`src/rtl/rowseq_pkg.sv`:
```
package rowseq_pkg;
  typedef enum logic [1:0] {CV_IDLE, CV_STRT, CV_WAIT, CV_HOLD} cv_state_e;
  typedef enum logic [1:0] {RD_IDLE, RD_LAT, RD_CAP} rd_state_e;
endpackage

```
`src/rtl/rowseq_conv.sv`:
```
module rowseq_conv
  import rowseq_pkg::*;
#(
  parameter int ROW_W     = 10,
  parameter int ROW_COUNT = 1024,
  parameter int TMO_W     = 16
) (
  input  logic             clk,
  input  logic             rst_n,
  input  logic             run,
  input  logic [TMO_W-1:0] tmo_limit,
  input  logic             start_ok,
  input  logic             take,
  input  logic             row_done_n,
  output logic             row_start_n,
  output logic [ROW_W-1:0] row_addr,
  output logic             frame_start,
  output logic             hold,
  output logic [ROW_W-1:0] hold_row,
  output logic             err
);
  localparam logic [ROW_W-1:0] LAST_ROW = ROW_W'(ROW_COUNT - 1);

  cv_state_e        st_q, st_d;
  logic [ROW_W-1:0] addr_q, addr_d, row_q, row_d;
  logic [TMO_W-1:0] cnt_q, cnt_d;
  logic             err_q, err_d;

  always_comb begin
    st_d   = st_q;
    addr_d = addr_q;
    row_d  = row_q;
    cnt_d  = cnt_q;
    err_d  = err_q;
    if (!run) err_d = 1'b0;
    case (st_q)
      CV_IDLE: if (run && !err_q && start_ok) st_d = CV_STRT;
      CV_STRT: begin
        row_d  = addr_q;
        addr_d = (addr_q == LAST_ROW) ? '0 : addr_q + ROW_W'(1);
        cnt_d  = '0;
        st_d   = CV_WAIT;
      end
      CV_WAIT: begin
        if (!row_done_n) begin
          st_d = CV_HOLD;
        end else if (cnt_q == tmo_limit - TMO_W'(1)) begin
          st_d  = CV_IDLE;
          err_d = 1'b1;
        end else begin
          cnt_d = cnt_q + TMO_W'(1);
        end
      end
      CV_HOLD: if (take) st_d = CV_IDLE;
      default: st_d = CV_IDLE;
    endcase
  end

  always_ff @(posedge clk or negedge rst_n) begin
    if (!rst_n) begin
      st_q   <= CV_IDLE;
      addr_q <= '0;
      row_q  <= '0;
      cnt_q  <= '0;
      err_q  <= 1'b0;
    end else begin
      st_q   <= st_d;
      addr_q <= addr_d;
      row_q  <= row_d;
      cnt_q  <= cnt_d;
      err_q  <= err_d;
    end
  end

  assign row_start_n = (st_q != CV_STRT);
  assign row_addr    = addr_q;
  assign frame_start = (st_q == CV_STRT) && (addr_q == '0);
  assign hold        = (st_q == CV_HOLD);
  assign hold_row    = row_q;
  assign err         = err_q;
endmodule

```
`src/rtl/rowseq_readout.sv`:
```
module rowseq_readout
  import rowseq_pkg::*;
#(
  parameter int PORTS    = 10,
  parameter int PIX_W    = 10,
  parameter int GROUPS   = 128,
  parameter int ROW_W    = 10,
  parameter int LOAD_LAT = 3,
  parameter int OVL_GAP  = 2
) (
  input  logic                     clk,
  input  logic                     rst_n,
  input  logic                     hold,
  input  logic [ROW_W-1:0]         hold_row,
  input  logic [PORTS*PIX_W-1:0]   sens_data,
  output logic                     take,
  output logic                     start_ok,
  output logic                     load_shift_n,
  output logic                     read_en_n,
  output logic                     out_valid,
  output logic [PORTS*PIX_W-1:0]   out_data,
  output logic [$clog2(GROUPS)-1:0] out_col,
  output logic [ROW_W-1:0]         out_row
);
  localparam int GRP_W = $clog2(GROUPS);
  localparam int LAT_W = $clog2(LOAD_LAT) + 1;
  localparam int AGE_W = $clog2(OVL_GAP) + 1;
  localparam logic [GRP_W-1:0] LAST_GRP = GRP_W'(GROUPS - 1);
  localparam logic [LAT_W-1:0] LAT_END  = LAT_W'(LOAD_LAT - 2);
  localparam logic [AGE_W-1:0] AGE_TOP  = AGE_W'(OVL_GAP - 1);

  rd_state_e        st_q, st_d;
  logic [LAT_W-1:0] lat_q, lat_d;
  logic [GRP_W-1:0] grp_q, grp_d, col_q;
  logic [AGE_W-1:0] age_q, age_d;
  logic [ROW_W-1:0] row_q, row_d, orow_q;
  logic             vld_q, cap;
  logic [PIX_W-1:0] lane_q [PORTS];

  assign cap  = (st_q == RD_CAP);
  assign take = (st_q == RD_IDLE) && hold;

  always_comb begin
    st_d  = st_q;
    lat_d = lat_q;
    grp_d = grp_q;
    row_d = row_q;
    age_d = age_q;
    if (st_q != RD_IDLE && age_q < AGE_TOP) age_d = age_q + AGE_W'(1);
    case (st_q)
      RD_IDLE: if (hold) begin
        st_d  = RD_LAT;
        lat_d = '0;
        age_d = '0;
        row_d = hold_row;
      end
      RD_LAT: begin
        lat_d = lat_q + LAT_W'(1);
        if (lat_q == LAT_END) begin
          st_d  = RD_CAP;
          grp_d = '0;
        end
      end
      RD_CAP: begin
        if (grp_q == LAST_GRP) st_d = RD_IDLE;
        else                   grp_d = grp_q + GRP_W'(1);
      end
      default: st_d = RD_IDLE;
    endcase
  end

  always_ff @(posedge clk or negedge rst_n) begin
    if (!rst_n) begin
      st_q  <= RD_IDLE;
      lat_q <= '0;
      grp_q <= '0;
      age_q <= '0;
      row_q <= '0;
    end else begin
      st_q  <= st_d;
      lat_q <= lat_d;
      grp_q <= grp_d;
      age_q <= age_d;
      row_q <= row_d;
    end
  end

  always_ff @(posedge clk or negedge rst_n) begin
    if (!rst_n) begin
      vld_q  <= 1'b0;
      col_q  <= '0;
      orow_q <= '0;
    end else begin
      vld_q <= cap;
      if (cap) begin
        col_q  <= grp_q;
        orow_q <= row_q;
      end
    end
  end

  for (genvar p = 0; p < PORTS; p++) begin : g_lane
    always_ff @(posedge clk or negedge rst_n) begin
      if (!rst_n)   lane_q[p] <= '0;
      else if (cap) lane_q[p] <= sens_data[p*PIX_W +: PIX_W];
    end
    assign out_data[p*PIX_W +: PIX_W] = lane_q[p];
  end

  assign start_ok     = (st_q == RD_IDLE) || (age_q >= AGE_TOP);
  assign load_shift_n = (st_q == RD_IDLE);
  assign read_en_n    = (st_q == RD_IDLE);
  assign out_valid    = vld_q;
  assign out_col      = col_q;
  assign out_row      = orow_q;
endmodule

```
`src/rtl/sensor_row_sequencer.sv`:
```
module sensor_row_sequencer #(
  parameter int PORTS     = 10,
  parameter int PIX_W     = 10,
  parameter int GROUPS    = 128,
  parameter int ROW_W     = 10,
  parameter int ROW_COUNT = 1024,
  parameter int TMO_W     = 16,
  parameter int LOAD_LAT  = 3,
  parameter int OVL_GAP   = 2
) (
  input  logic                      clk,
  input  logic                      rst_n,
  input  logic                      run,
  input  logic [TMO_W-1:0]          tmo_limit,
  output logic                      row_start_n,
  output logic [ROW_W-1:0]          row_addr,
  input  logic                      row_done_n,
  output logic                      load_shift_n,
  output logic                      read_en_n,
  input  logic [PORTS*PIX_W-1:0]    sens_data,
  output logic                      frame_start,
  output logic                      err,
  output logic                      out_valid,
  output logic [PORTS*PIX_W-1:0]    out_data,
  output logic [$clog2(GROUPS)-1:0] out_col,
  output logic [ROW_W-1:0]          out_row
);
  logic [1:0]       rst_sq;
  logic             rst_i;
  logic             start_ok, take, hold;
  logic [ROW_W-1:0] hold_row;

  always_ff @(posedge clk or negedge rst_n) begin
    if (!rst_n) rst_sq <= 2'b00;
    else        rst_sq <= {rst_sq[0], 1'b1};
  end
  assign rst_i = rst_sq[1];

  rowseq_conv #(
    .ROW_W(ROW_W), .ROW_COUNT(ROW_COUNT), .TMO_W(TMO_W)
  ) u_conv (
    .clk(clk), .rst_n(rst_i), .run(run), .tmo_limit(tmo_limit),
    .start_ok(start_ok), .take(take), .row_done_n(row_done_n),
    .row_start_n(row_start_n), .row_addr(row_addr), .frame_start(frame_start),
    .hold(hold), .hold_row(hold_row), .err(err)
  );

  rowseq_readout #(
    .PORTS(PORTS), .PIX_W(PIX_W), .GROUPS(GROUPS), .ROW_W(ROW_W),
    .LOAD_LAT(LOAD_LAT), .OVL_GAP(OVL_GAP)
  ) u_readout (
    .clk(clk), .rst_n(rst_i), .hold(hold), .hold_row(hold_row),
    .sens_data(sens_data), .take(take), .start_ok(start_ok),
    .load_shift_n(load_shift_n), .read_en_n(read_en_n), .out_valid(out_valid),
    .out_data(out_data), .out_col(out_col), .out_row(out_row)
  );
endmodule

```
`config.mk`:
```
export PLATFORM = sky130hd
export DESIGN_NAME = sensor_row_sequencer
export DESIGN_NICKNAME = d
export VERILOG_FILES = /design/src/rtl/rowseq_pkg.sv /design/src/rtl/rowseq_conv.sv /design/src/rtl/rowseq_readout.sv /design/src/rtl/sensor_row_sequencer.sv
export SDC_FILE = /design/constraint.sdc
export NUM_CORES = 1
export LEC_CHECK = 0
export BUFFER_PORTS_ARGS = -buffer_cell sky130_fd_sc_hd__buf_2
export CAP_MARGIN = 20
export CORE_MARGIN = 3
export CORE_UTILIZATION = 46
export CTS_BUF_LIST = sky130_fd_sc_hd__clkbuf_4 sky130_fd_sc_hd__clkbuf_8 sky130_fd_sc_hd__clkbuf_16
export DETAILED_ROUTE_END_ITERATION = 6
export PLACE_DENSITY = 0.85
export SLEW_MARGIN = 20
export SYNTH_ARGS = -nofsm -noshare
export SYNTH_HDL_FRONTEND = slang
export SYNTH_SLANG_ARGS = --single-unit
```
`constraint.sdc`:
```
create_clock -name clk -period 5.3 [get_ports clk]
set_clock_uncertainty 0.2 [all_clocks]
set_input_delay 1.06 -clock clk [delete_from_list [all_inputs] [get_ports clk]]
set_output_delay 1.06 -clock clk [all_outputs]
set_load 0.01 [all_outputs]
```
==> results.py <==
metrics = {
    "final_layout": {
        "final-seq-area_mm2": 0.00458,
        "fin_nets": 1043,
        "area_delta_synth_final_pct": 25.2,
        "multi_input_area_mm2": 0.00336,
        "drive_gt1_share_pct": 46.1,
        "fill_cells": 1381,
        "layout.cells.most_common": "buf_2",
        "final_cell_mix": "252 x buf_2, 182 x dfrtp_1, 128 x mux2_2",
    },
    "clocking": {
        "clock_latency_ns": 0.42,
        "cts_buffers": 17,
        "cts.path.max_buffers": 2,
        "cts_setup_buffers": 0,
        "clkTransAtPathRegs_ns": 0.07,
        "cts_hold_buf": 0,
        "cts_htree_levels": 4,
        "cts_tree": "yes",
        "clock-sinks": 183,
        "ctsRootBufferMaster": "clkbuf_16",
        "cts_resized": 0,
    },
    "power": {
        "p_leak_nw": 4.92,
        "peakVddDrop_uv": 279,
        "p_per_area_mw_per_mm2": 528,
    },
    "worst_setup_path": {
        "crit_family": "buffers and inverters",
        "worst_setup_path_end_kind": "output port",
        "rr_worst_depth": 8,
        "cp_max_fo": 33,
        "crit_type": "flip-flop to output port",
        "r2r-end": "u_conv.cnt_q[8]",
        "cpPeakStageDelay_ns": 0.68,
        "cp_cell_sequence": "inv_1 > nor2_1 > inv_1 > buf_2",
        "ff2ff_setup_slack_ns": 2.38,
        "start_kind": "flip-flop",
        "cp.arrival_ns": 2.68,
        "worst-endpoint-required_ns": 4.04,
        "slowest_stage": "inv_1",
        "r2r_start": "u_conv.cnt_q[11]",
        "critPathBufInv": 3,
        "path_common_cell": "inv_1",
    },
    "drt": {
        "drtPass1Iterations": 4,
        "drt-total-wl_mm": 19.1,
        "wire_per_inst_um": 16.7,
        "drt-vias-per-instance": 5.25,
        "route.antenna.remaining_nets": 0,
        "drt-initial-drc-count": 237,
        "drc": 0,
        "num_vias": 6013,
    },
    "timing": {
        "fmax_mhz": 254,
        "setup_viol": 0,
        "worst_pin_slew_ns": 0.980,
        "tns_ns": 0,
        "slew_violations": 0,
        "hold_viol_final": 0,
        "fin_ws_ns": 1.36,
        "timing.final.crit_share_pct": 74.3,
        "rsz0062_at_grt": "no",
        "post-route-min-period_ns": 3.94,
        "slew_headroom_pct": 34.6,
    },
    "die": {
        "io_pins": 253,
        "die_h_um": 139,
        "rows": 47,
        "dieWidth_um": 139,
        "die_area_mm2": 0.0193,
        "core_mm2": 0.0169,
        "start_util_pct": 47.9,
    },
    "placement": {
        "dp_hpwl_mm": 14.1,
        "place_ws_ns": 1.18,
        "numPortBuffers": 252,
        "place_congestion": 0.853,
    },
    "hold_path": {
        "hp-class": "flip-flop to asynchronous set/reset pin",
    },
    "global_routing": {
        "grtUsageTotal_pct": 19.8,
        "grt_pass1_vias": 6064,
        "grt_max_degree": 163,
        "overflow": 0,
        "grt_pass1_wl_mm": 31.0,
        "antenna_found_initial": 2,
    },
    "outcome": {
        "status": "complete, no violations",
    },
    "synthesis": {
        "syn_nets": 799,
        "seq_area_frac_synth_pct": 56.4,
        "synth_area_mm2": 0.00812,
        "synth_ff_type": "dfrtp_1",
        "synth.area.top_cells": "dfrtp_1 56%, mux2_2 18%, nand2_1 3.1%",
        "avgSynthCellArea_um2": 12.2,
        "async_flop_share_pct": 100,
        "yosysTopAreaCell": "dfrtp_1",
        "synth.top_cell.area_share_pct": 56.4,
        "synth_cell_types": 60,
        "ys_ff_latch": 183,
        "synth-edff-count": 0,
        "ys_warn_count": 0,
        "synthCells": 667,
    },
    "flow_run": {
        "cap_violations": 0,
    },
}
==> synth_stat cells, drive strengths merged (3+ instances only) <==
cell type	count
nor3	9
a21oi	12
nor4b	3
nor4	6
nand3b	4
and3	11
a31o	3
clkbuf	28
nand2	67
a31oi	6
mux2	128
nand4	14
mux2i	9
and2	3
nor2	31
or3	5
or4	6
xnor2	14
o21ai	23
ha	12
xor2	17
inv	16
nand3	18
dfrtp	183
nand2b	7
buf	4
==> per-layer routing <==
metal	track usage [%]	wire (um)	part of all wire (%)
met2	33.7	9560	50
met4	9.01	637	3.3
met1	24.0	7840	41
met5	0	0	0
met3	4.41	1050	5.5
==> sequential cells by signal, summed over array words and instances, names as in the netlist <==
signal and cells:
u_conv.err 1, u_readout.age_q 2, u_conv.st_q 2, u_conv.row_addr 10
u_conv.hold_row 10, u_readout.out_row 10, rst_sq 2, u_readout.st_q 2
u_readout.grp_q 7, u_readout.out_valid 1, u_readout.row_q 10, u_readout.out_data 100
u_readout.lat_q 3, u_readout.out_col 7, u_conv.cnt_q 16
==> worst max-delay path by stage <==
stage                               from              end  slack, ns  cells after the start
after floorplan             tmo_limit[0]  u_conv.cnt_q[8]       1.50                      9
after global placement      tmo_limit[0]  u_conv.cnt_q[8]       1.21                     11
after detailed placement    tmo_limit[0]  u_conv.cnt_q[8]       1.18                     11
after CTS                 u_conv.st_q[0]      row_start_n       1.31                      4
after global routing      u_conv.st_q[0]      row_start_n       1.14                      4
final                     u_conv.st_q[0]      row_start_n       1.36                      4
==> stage by stage <==
stage | util (%) | area (um2) | total power [W] | cells | hold WS, ns
floorplan | - | 8120 | 0.00342 | 667 | 0.131
global placement | 56.6 | 9590 | 0.00411 | 1112 | 0.00797
detailed placement | 56.6 | 9590 | 0.00421 | 1112 | 0.00836
CTS | 60.0 | 10200 | 0.00544 | 1144 | 0.0123
global route | 60.0 | 10200 | 0.00572 | 1146 | 0.0233
finish | 60.0 | 10200 | 0.00537 | 1146 | 0.00161
==> cells by family after synthesis <==
logic type / share of synthesized area (%)
AO/OA/AOI/OAI: 5.16
adder cells (fa/ha/maj): 1.85
other: 0.0462
flip-flops: 56.4
XOR/XNOR: 3.34
multiplexers: 18.9
AND/OR/NAND/NOR: 12.0
buffers and inverters: 2.37
==> final cells by class <==
type	instances	area share [%]
sequential	183	45.1
multi-input combinational	436	33.0
timing repair buffer	257	12.9
clock buffer	18	4.32
tap	220	2.71
clock inverter	14	1.33
inverter	16	0.591
antenna	2	0.0492
==> power breakdown <==
| part | internal (W) | total (W) | switching (W) | leakage, nW |
|---|---|---|---|---|
| Sequential | 0.00191 | 0.00222 | 0.000309 | 2.30 |
| Combinational | 0.000951 | 0.00194 | 0.000986 | 2.34 |
| Clock | 0.000636 | 0.00122 | 0.000584 | 0.275 |
Note: power is estimated with default switching activity, not from simulation.
